===== src/rtl/pwm_mon_pkg.sv =====
package pwm_mon_pkg;
  // ADC resolution in microvolts per code
  parameter int unsigned LSB_UV = 5000;

  function automatic int unsigned mv_to_code(input int unsigned mv);
    return (mv * 1000) / LSB_UV;
  endfunction
endpackage


===== src/rtl/ss_ramp.sv =====
module ss_ramp #(
  parameter int unsigned CODE_W        = 10,
  parameter int unsigned SS_FULL       = 200,
  parameter int unsigned SS_STEP_TICKS = 24
) (
  input  logic              clk,
  input  logic              rst_n,
  input  logic              tick,
  input  logic              start,
  input  logic [CODE_W-1:0] fb_code,
  output logic [CODE_W-1:0] mod_code
);
  localparam int unsigned       STEP_W    = $clog2(SS_STEP_TICKS + 1);
  localparam logic [STEP_W-1:0] STEP_LAST = STEP_W'(SS_STEP_TICKS - 1);
  localparam logic [CODE_W-1:0] FULL_C    = CODE_W'(SS_FULL);

  logic [STEP_W-1:0] pre_q, pre_d;
  logic [CODE_W-1:0] ss_q, ss_d;
  logic [CODE_W-1:0] mod_q, mod_d;
  logic [CODE_W-1:0] fb_third;
  logic              step_en;

  assign fb_third = CODE_W'(fb_code / CODE_W'(3));
  assign step_en  = tick && (ss_q < FULL_C);

  always_comb begin
    pre_d = pre_q;
    ss_d  = ss_q;
    if (start) begin
      pre_d = '0;
      ss_d  = '0;
    end else if (step_en) begin
      if (pre_q == STEP_LAST) begin
        pre_d = '0;
        ss_d  = ss_q + CODE_W'(1);
      end else begin
        pre_d = pre_q + STEP_W'(1);
      end
    end
    mod_d = (fb_third < ss_q) ? fb_third : ss_q;
  end

  always_ff @(posedge clk or negedge rst_n) begin
    if (!rst_n) begin
      pre_q <= '0;
      ss_q  <= '0;
      mod_q <= '0;
    end else begin
      pre_q <= pre_d;
      ss_q  <= ss_d;
      mod_q <= mod_d;
    end
  end

  assign mod_code = mod_q;


  start_zero_chk: assert property (@(posedge clk) disable iff (!rst_n)
    start |=> (ss_q == '0));

  ss_step_chk: assert property (@(posedge clk) disable iff (!rst_n)
    !start |=> (ss_q == $past(ss_q)) || (ss_q == $past(ss_q) + CODE_W'(1)));

  mod_bound_chk: assert property (@(posedge clk) disable iff (!rst_n)
    1'b1 |=> (mod_q <= $past(ss_q)) && (mod_q <= $past(fb_third)));
endmodule


===== src/rtl/persist_filter.sv =====
module persist_filter #(
  parameter int unsigned LIMIT = 50
) (
  input  logic clk,
  input  logic rst_n,
  input  logic tick,
  input  logic cond,
  input  logic clr,
  output logic fault
);
  localparam int unsigned      CNT_W  = $clog2(LIMIT + 1);
  localparam logic [CNT_W-1:0] LIM_C  = CNT_W'(LIMIT);
  localparam logic [CNT_W-1:0] LAST_C = CNT_W'(LIMIT - 1);

  logic [CNT_W-1:0] cnt_q, cnt_d;
  logic             flt_q, flt_d;
  logic             cnt_en;

  assign cnt_en = cond && tick && (cnt_q != LIM_C);

  always_comb begin
    cnt_d = cnt_q;
    flt_d = flt_q;
    if (clr || !cond) begin
      cnt_d = '0;
    end else if (cnt_en) begin
      cnt_d = cnt_q + CNT_W'(1);
    end
    if (clr) begin
      flt_d = 1'b0;
    end else if (cnt_en && (cnt_q == LAST_C)) begin
      flt_d = 1'b1;
    end
  end

  always_ff @(posedge clk or negedge rst_n) begin
    if (!rst_n) begin
      cnt_q <= '0;
      flt_q <= 1'b0;
    end else begin
      cnt_q <= cnt_d;
      flt_q <= flt_d;
    end
  end

  assign fault = flt_q;


  dip_clears_chk: assert property (@(posedge clk) disable iff (!rst_n)
    !cond |=> (cnt_q == '0));

  rise_needs_cond_chk: assert property (@(posedge clk) disable iff (!rst_n)
    $rose(flt_q) |-> $past(cond) && $past(tick));

  fault_hold_chk: assert property (@(posedge clk) disable iff (!rst_n)
    (flt_q && !clr) |=> flt_q);
endmodule


===== src/rtl/skip_detect.sv =====
module skip_detect #(
  parameter int unsigned CODE_W   = 10,
  parameter int unsigned SKIP_MAX = 260,
  parameter int unsigned SKIP_HYS = 15
) (
  input  logic              clk,
  input  logic              rst_n,
  input  logic [CODE_W-1:0] fb_code,
  input  logic [CODE_W-1:0] pin_code,
  output logic              skip_req
);
  localparam logic [CODE_W-1:0] MAX_C = CODE_W'(SKIP_MAX);
  localparam logic [CODE_W:0]   HYS_C = (CODE_W+1)'(SKIP_HYS);

  logic [CODE_W-1:0] thr;
  logic              go_low, go_high;
  logic              skip_q, skip_d;

  assign thr     = (pin_code > MAX_C) ? MAX_C : pin_code;
  assign go_low  = ({1'b0, fb_code} + HYS_C) < {1'b0, thr};
  assign go_high = fb_code > thr;

  always_comb begin
    skip_d = skip_q;
    if (!skip_q && go_low) begin
      skip_d = 1'b1;
    end else if (skip_q && go_high) begin
      skip_d = 1'b0;
    end
  end

  always_ff @(posedge clk or negedge rst_n) begin
    if (!rst_n) skip_q <= 1'b0;
    else        skip_q <= skip_d;
  end

  assign skip_req = skip_q;


  skip_hold_chk: assert property (@(posedge clk) disable iff (!rst_n)
    (skip_q && (fb_code <= thr)) |=> skip_q);

  skip_off_chk: assert property (@(posedge clk) disable iff (!rst_n)
    (fb_code > MAX_C) |=> !skip_q);
endmodule


===== src/rtl/pwm_monitor.sv =====
module pwm_monitor
  import pwm_mon_pkg::*;
#(
  parameter int unsigned CODE_W        = 10,
  parameter int unsigned SS_FULL       = mv_to_code(1000),
  parameter int unsigned SS_STEP_TICKS = 24,
  parameter int unsigned OVL_CODE      = mv_to_code(3000),
  parameter int unsigned OVL_TICKS     = 118000,
  parameter int unsigned SKIP_MAX      = mv_to_code(1300),
  parameter int unsigned SKIP_HYS      = mv_to_code(75),
  parameter int unsigned LATCH_CODE    = mv_to_code(3900),
  parameter int unsigned LATCH_TICKS   = 50
) (
  input  logic              clk,
  input  logic              rst_n,
  input  logic              tick,
  input  logic              ss_start,
  input  logic [CODE_W-1:0] fb_code,
  input  logic [CODE_W-1:0] pin_code,
  output logic [CODE_W-1:0] mod_code,
  output logic              ovl_fault,
  output logic              skip_req,
  output logic              latch_fault
);
  localparam logic [CODE_W-1:0] OVL_C   = CODE_W'(OVL_CODE);
  localparam logic [CODE_W-1:0] LATCH_C = CODE_W'(LATCH_CODE);

  logic [1:0] rst_sync_q;
  logic       rst_core_n;
  logic       ovl_cond, latch_cond;

  // asynchronous assertion, synchronous release
  always_ff @(posedge clk or negedge rst_n) begin
    if (!rst_n) rst_sync_q <= 2'b00;
    else        rst_sync_q <= {rst_sync_q[0], 1'b1};
  end
  assign rst_core_n = rst_sync_q[1];

  assign ovl_cond   = fb_code > OVL_C;
  assign latch_cond = pin_code > LATCH_C;

  ss_ramp #(
    .CODE_W(CODE_W), .SS_FULL(SS_FULL), .SS_STEP_TICKS(SS_STEP_TICKS)
  ) u_ramp (
    .clk(clk), .rst_n(rst_core_n), .tick(tick), .start(ss_start),
    .fb_code(fb_code), .mod_code(mod_code)
  );

  persist_filter #(.LIMIT(OVL_TICKS)) u_ovl (
    .clk(clk), .rst_n(rst_core_n), .tick(tick), .cond(ovl_cond),
    .clr(ss_start), .fault(ovl_fault)
  );

  persist_filter #(.LIMIT(LATCH_TICKS)) u_latch (
    .clk(clk), .rst_n(rst_core_n), .tick(tick), .cond(latch_cond),
    .clr(1'b0), .fault(latch_fault)
  );

  skip_detect #(
    .CODE_W(CODE_W), .SKIP_MAX(SKIP_MAX), .SKIP_HYS(SKIP_HYS)
  ) u_skip (
    .clk(clk), .rst_n(rst_core_n), .fb_code(fb_code), .pin_code(pin_code),
    .skip_req(skip_req)
  );
endmodule


===== config.mk =====
export PLATFORM = sky130hd
export DESIGN_NAME = pwm_monitor
export DESIGN_NICKNAME = d
export VERILOG_FILES = /design/src/rtl/pwm_mon_pkg.sv /design/src/rtl/ss_ramp.sv /design/src/rtl/persist_filter.sv /design/src/rtl/skip_detect.sv /design/src/rtl/pwm_monitor.sv
export SDC_FILE = /design/constraint.sdc
export NUM_CORES = 1
export LEC_CHECK = 0
export ABC_CLOCK_PERIOD_IN_PS = 5600
export BUFFER_PORTS_ARGS = -buffer_cell sky130_fd_sc_hd__buf_2
export CAP_MARGIN = 20
export CORE_ASPECT_RATIO = 0.5
export CORE_UTILIZATION = 65
export CTS_CLUSTER_DIAMETER = 120
export DETAILED_ROUTE_END_ITERATION = 6
export PLACE_DENSITY_LB_ADDON = 0.08
export SLEW_MARGIN = 20
export SYNTH_ARGS = -nofsm -noshare
export SYNTH_HDL_FRONTEND = slang
export SYNTH_SLANG_ARGS = --single-unit
export TNS_END_PERCENT = 5

===== constraint.sdc =====
create_clock -name clk -period 5.6 [get_ports clk]
set_clock_uncertainty 0.2 [all_clocks]
set_input_delay 0.56 -clock clk [delete_from_list [all_inputs] [get_ports clk]]
set_output_delay 0.56 -clock clk [all_outputs]
set_load 0.05 [all_outputs]

Word level (Yosys, flattened, before mapping):

Cells that the tools add are included.
Widths: inputs -> output; s select.

* divide/modulo/power cells: 1
* order comparisons: 7
* reductions and logical operators: 18
* multiplexer cells: 16
* add/sub/neg operators: 5
* equality and inequality tests: 6

Operator list (count)
* $mux 10: 5
* $mux 17: 2
* $gt 10x10->1 const B: 2
* $add 17x1->17 const B: 1
* $eq 17x17->1 const B: 1
* $ne 17x17->1 const B: 1
* $mux 5: 3
* $mux 6: 2
* $add 10x4->11 const B: 1
* $lt 11x10->1: 1
* $add 10x1->10 const B: 1
* $div 10x2->10 const B: 1
* $gt 10x10->1: 1
* $gt 10x9->1 const B: 1
* $lt 10x10->1: 1
* $lt 10x8->1 const B: 1
* $reduce_bool 2->1: 5
* $logic_and 1x1->1: 9
* $add 6x1->6 const B: 1
* $eq 6x6->1 const B: 1
* $ne 6x6->1 const B: 1
* $add 5x1->5 const B: 1
* $eq 5x5->1 const B: 1
* $mux 1: 4
* other kinds (4): 5

* input bits: 24
* register bits: 53
* output and inout port bits: 13
* logic and storage cells: 62

Logic depth before layout (Yosys ltp):

* depth in word-level cells: 6
* gate-level depth with buffers: 22
* mapped depth without buffers: 18

Hierarchy:

Synthesis repeated with hierarchy kept, for this count alone.

* cell total of the unflattened synthesis: 514
* area, all modules: 4435.5 µm²

By module, submodules not included
* ss_ramp: instances 1, cells each 264, area each 2238.4 µm², sequential area each 625.6 µm²
* persist_filter at u_ovl: instances 1, cells each 104, area each 974.7 µm², sequential area each 450.4 µm²
* skip_detect: instances 1, cells each 91, area each 676.9 µm², sequential area each 25.0 µm²
* persist_filter at u_latch: instances 1, cells each 42, area each 431.7 µm², sequential area each 175.2 µm²
* pwm_monitor: instances 1, cells each 13, area each 113.9 µm², sequential area each 50.0 µm²

Least setup slack after synthesis:

Ideal clock, no wire load.

* path type: input -> register
* from: in fb_code[9]
* to: reg u_ramp.mod_q[4] (netlist: u_ramp.mod_code[4])
* cell stages on the path: 20
* arrival time: 3855 ps
* path buffers: 3
* required time: 5275 ps
* path slack: 1420 ps
* setup time: 125 ps
* cell sequence: buf_6 nor2b_1 buf_2 mux2i_2 o32a_1 nand2_2 nor2_1 nand2_1 nand2_1 nand2_1 o21ai_0 ha_1 clkbuf_1 or3_1 ha_1 nand2b_1 a221o_1 a21oi_2 a21oi_4 mux2_4

* word-level cells in the longest chain between the ends: 3

RTL lines
* start: declaration: line pwm_monitor.sv:18 `input logic [CODE_W-1:0] fb_code,`
* $div 10x2->10 (*): line ss_ramp.sv:23 `assign fb_third = CODE_W'(fb_code / CODE_W'(3));`
* $lt 10x10->1: line ss_ramp.sv:40 `mod_d = (fb_third < ss_q) ? fb_third : ss_q;`
* $mux 10 (*): line ss_ramp.sv:40
* named net u_ramp.mod_d[4]: line ss_ramp.sv:19 `logic [CODE_W-1:0] mod_q, mod_d;`
* end signal: assignment: line ss_ramp.sv:51 `mod_q <= mod_d;`
* end: declaration: line ss_ramp.sv:19

Mark *: on every way through the listed nets, which the timed path passes. The rest lies on a longest branch.
A chain may end at the register's enable or synchronous reset.

Worst setup path in the final report:

* from: in fb_code[8]
* to: reg u_ramp.mod_q[3] (netlist: u_ramp.mod_code[3])

The elaborated chain is that of the path after synthesis.

==> impl_metrics.csv <==
group,metric,value,unit
timing,worst_slack,0.968,ns
cells_and_area,multi_input_area,2790,um2
grt,antenna_found_initial,0,
floorplan,die_x,117,um
grt,grt_pass1_vias,3501,
worst_setup_path,crit_arrival,4.60,ns
grt,grt_util_all_layers,0.281,
cells_and_area,nets,588,
placed_design,port_buffers,36,
cells_and_area,antennaDiodeCount,0,
power_and_ir_drop,leakagePower,0.00206,uW
timing,hold_viol,0,
power_and_ir_drop,powerDensity,216,nW/um2
yosys,synth_top_area_frac,0.306,
floorplan,boundaryPins,37,
worst_setup_path,critical_path_class,"in2reg",
cells_and_area,layout-drive-gt1-share,0.133,
timing,fin_setup_tns,0,ns
yosys,synth_edf_count,0,
floorplan,rows,20,
drt,ant_nets,0,
grt,grt_overflow,0,
clock_network,cts_max_level,2,
timing,slew_viol_final,0,
yosys,synth-seq-area-share,0.306,
yosys,synth-seq-cells,53,
grt,grt_pass1_wl,15900,um
timing,min_period_over_period,0.827,
timing,fmax,216,MHz
yosys,syn_area_per_cell,8.64,um2
flow_run,maxCapViolations,0,
placed_design,pre_cts_ws,0.728,ns
power_and_ir_drop,ir_drop,0.000124,V
timing,holdWs,0.157,ns
run_status,outcome,"finished, final reports clean",
yosys,ys_async_sr_fraction,1.00,
floorplan,coreArea,6260,um2
timing,max_slew_margin,0.554,
drt,firstDrtPassIters,6,
yosys,synth_cell_type_count,72,
floorplan,fp.dieH,59.7,um
cells_and_area,area_growth,7.83,%
cells_and_area,finalNonFillerCells,614,
drt,num_vias,3718,
yosys,synth.cell_area,4330,um2
drt,vias_per_cell,6.06,
drt,wl,9350,um
placed_design,post_dp_cell_area,4500,um2
cells_and_area,fillers,510,
clock_network,worstSkewPairLatency,0.29,ns
clock_network,clk_path_buf_depth,2,
timing,worst_pin_slew,0.667,ns
worst_setup_path,cp-end-kind,"flop",
placed_design,numPlacedInstances,605,
timing,setup_viol,0,
worst_hold_path,hold_path_class,"reg2reg",
clock_network,root_buffer,"clkbuf_16",
worst_setup_path,cp-start-kind,"input pin",
timing,rsz0062_at_grt,"false",
clock_network,post_cts_buffers,0,
cells_and_area,regArea,1330,um2
drt,wl_per_cell,15.2,um
yosys,syn_inst,501,
clock_network,cts_buffers,5,
floorplan,start_util,0.692,
yosys,synthTopCellsByArea,"dfrtp_1 31%, ha_1 11%, nor2_1 5.3%",
yosys,synth_flop_cell,"dfrtp_1",
worst_setup_path,required,5.57,ns
drt,drc,0,
yosys,synth_top_area_cell,"dfrtp_1",
placed_design,routabilityCongestion,0.950,
floorplan,dieArea,7010,um2
yosys,yosys_warnings,0,
clock_network,cts_sinks,53,
placed_design,dpl.hpwl,6820,um
clock_network,cts_tree,"done",
timing,fin_crit,4.63,ns
worst_setup_path,critPathMaxFanout,17,
clock_network,clk_pin_slew_worst_paths,0.07,ns
grt,grt_max_degree,52,
cells_and_area,final_cell_area,4670,um2
drt,first_iter_violations,236,
==> placed cells by master, fill, tap and decap left out, types with 3 or more instances in the layout <==
| cell | netlist | final |
|---|---|---|
| nor2_1 | 61 | 61 |
| dfrtp_1 | 53 | 52 |
| nand2_1 | 42 | 42 |
| ha_1 | 39 | 39 |
| buf_2 | 7 | 36 |
| inv_1 | 24 | 24 |
| a21oi_1 | 23 | 23 |
| nand3_1 | 20 | 20 |
| xor2_1 | 20 | 20 |
| o21ai_0 | 19 | 19 |
| xnor2_1 | 19 | 19 |
| nor3_1 | 11 | 11 |
| nand4_1 | 11 | 11 |
| a21o_1 | 10 | 10 |
| nand2b_1 | 8 | 8 |
| o21a_1 | 8 | 8 |
| nor2b_1 | 7 | 7 |
| a211oi_1 | 7 | 7 |
| o211ai_1 | 6 | 6 |
| and3_1 | 6 | 6 |
| mux2_4 | 6 | 6 |
| a31oi_1 | 5 | 5 |
| clkbuf_16 | 0 | 5 |
| nor4_1 | 4 | 4 |
| conb_1 | 2 | 4 |
| a22oi_1 | 3 | 3 |
| a221o_1 | 3 | 3 |
| nor3b_1 | 3 | 3 |
| o31ai_1 | 3 | 3 |
| mux2i_1 | 3 | 3 |
| and4_1 | 3 | 3 |
==> synth_stat cells (7+ instances only) <==
cell type / instances
a211oi_1: 7
a21o_1: 10
a21oi_1: 23
buf_2: 7
dfrtp_1: 53
ha_1: 39
inv_1: 24
nand2_1: 42
nand2b_1: 8
nand3_1: 20
nand4_1: 11
nor2_1: 61
nor2b_1: 7
nor3_1: 11
o21a_1: 8
o21ai_0: 19
xnor2_1: 19
xor2_1: 20
==> logic make-up (layout without fill, tap and decap cells) <==
logic type | Yosys count | after routing | share of synthesized area
AO/OA/AOI/OAI | 114 | 114 | 0.188
XOR/XNOR | 39 | 39 | 0.0789
adder cells (fa/ha/maj) | 39 | 39 | 0.113
buffers and inverters | 47 | 70 | 0.0506
flip-flops | 53 | 53 | 0.306
multiplexers | 11 | 11 | 0.0335
other | 2 | 4 | 0.00173
AND/OR/NAND/NOR | 196 | 196 | 0.228
==> timing repair <==
| action | 4_1_cts | 5_1_grt |
|---|---|---|
| endpoints found under the setup margin | 0 | 0 |
| hold endpoints to repair | 2 | 0 |
| gates resized for setup | 0 | 0 |
| hold buffers | 1 | 0 |
==> area by class of cell <==
type	count	area share
Tap cell	88	0.0236
Timing Repair Buffer	37	0.0407
Sequential cell	53	0.285
Inverter	25	0.0201
Clock inverter	2	0.00295
Multi-Input combinational cell	403	0.598
Clock buffer	6	0.0298
==> registers in the layout (all words and copies together) (netlist names) <==
name,count
u_skip.skip_req,1
u_ramp.mod_code,10
u_ovl.fault,1
rst_sync_q,2
u_latch.fault,1
u_latch.cnt_q,6
u_ovl.cnt_q,17
u_ramp.pre_q,5
u_ramp.ss_q,10
==> metal layers <==
metal | part of all wire | GRT usage | vias up
met5 | 0 | 0 | -
met4 | 0.014 | 0.0724 | 0
met3 | 0.042 | 0.0344 | 19
met2 | 0.46 | 0.498 | 100
met1 | 0.48 | 0.375 | 1768
li1 | - | - | 1831
==> report_power, final <==
part	switching (uW)	total, uW	leakage, uW	internal (uW)
sequential	14.6	412	0.000719	398
combinational	179	282	0.00126	104
clock	134	312	0.0000768	178
total	328	1010	0.00206	679
==> worst max-delay path: stages <==
cell,delay [ns]
buf_2,0.27
nor2b_1,0.51
mux2i_2,0.16
o22ai_2,0.26
or2_0,0.34
nor2_1,0.13
nand2_1,0.08
nand2_1,0.06
nand2_1,0.05
o21ai_0,0.10
ha_1,0.34
or3_1,0.43
ha_1,0.28
nor2_1,0.11
nor3_1,0.07
a221oi_2,0.38
a21oi_4,0.14
mux2_4,0.33
==> per-stage QoR <==
step | power (uW) | util
final | 1010 | 0.746
after global routing | 1060 | 0.746
after CTS | 1010 | 0.746
after detailed placement | 700 | 0.720
after global placement | 696 | 0.720
after floorplan | 640 | -
==> path summary, 6_finish.rpt <==
path / depth (start not counted) / slack (ns) / endpoint / startpoint
max: 18 / 0.97 / u_ramp.mod_code[3] / fb_code[8]
min: 0 / 0.16 / rst_sync_q[1] / rst_sync_q[0]
max reg2reg: 11 / 2.58 / u_ramp.mod_code[3] / u_ramp.ss_q[3]
min reg2reg: 0 / 0.16 / rst_sync_q[1] / rst_sync_q[0]
max in group asynchronous: 0 / 4.59 / u_ramp.mod_code[7] / rst_sync_q[1]
min in group asynchronous: 0 / 0.17 / u_ramp.pre_q[3] / rst_sync_q[1]
Note: power is estimated with default switching activity, not from simulation.
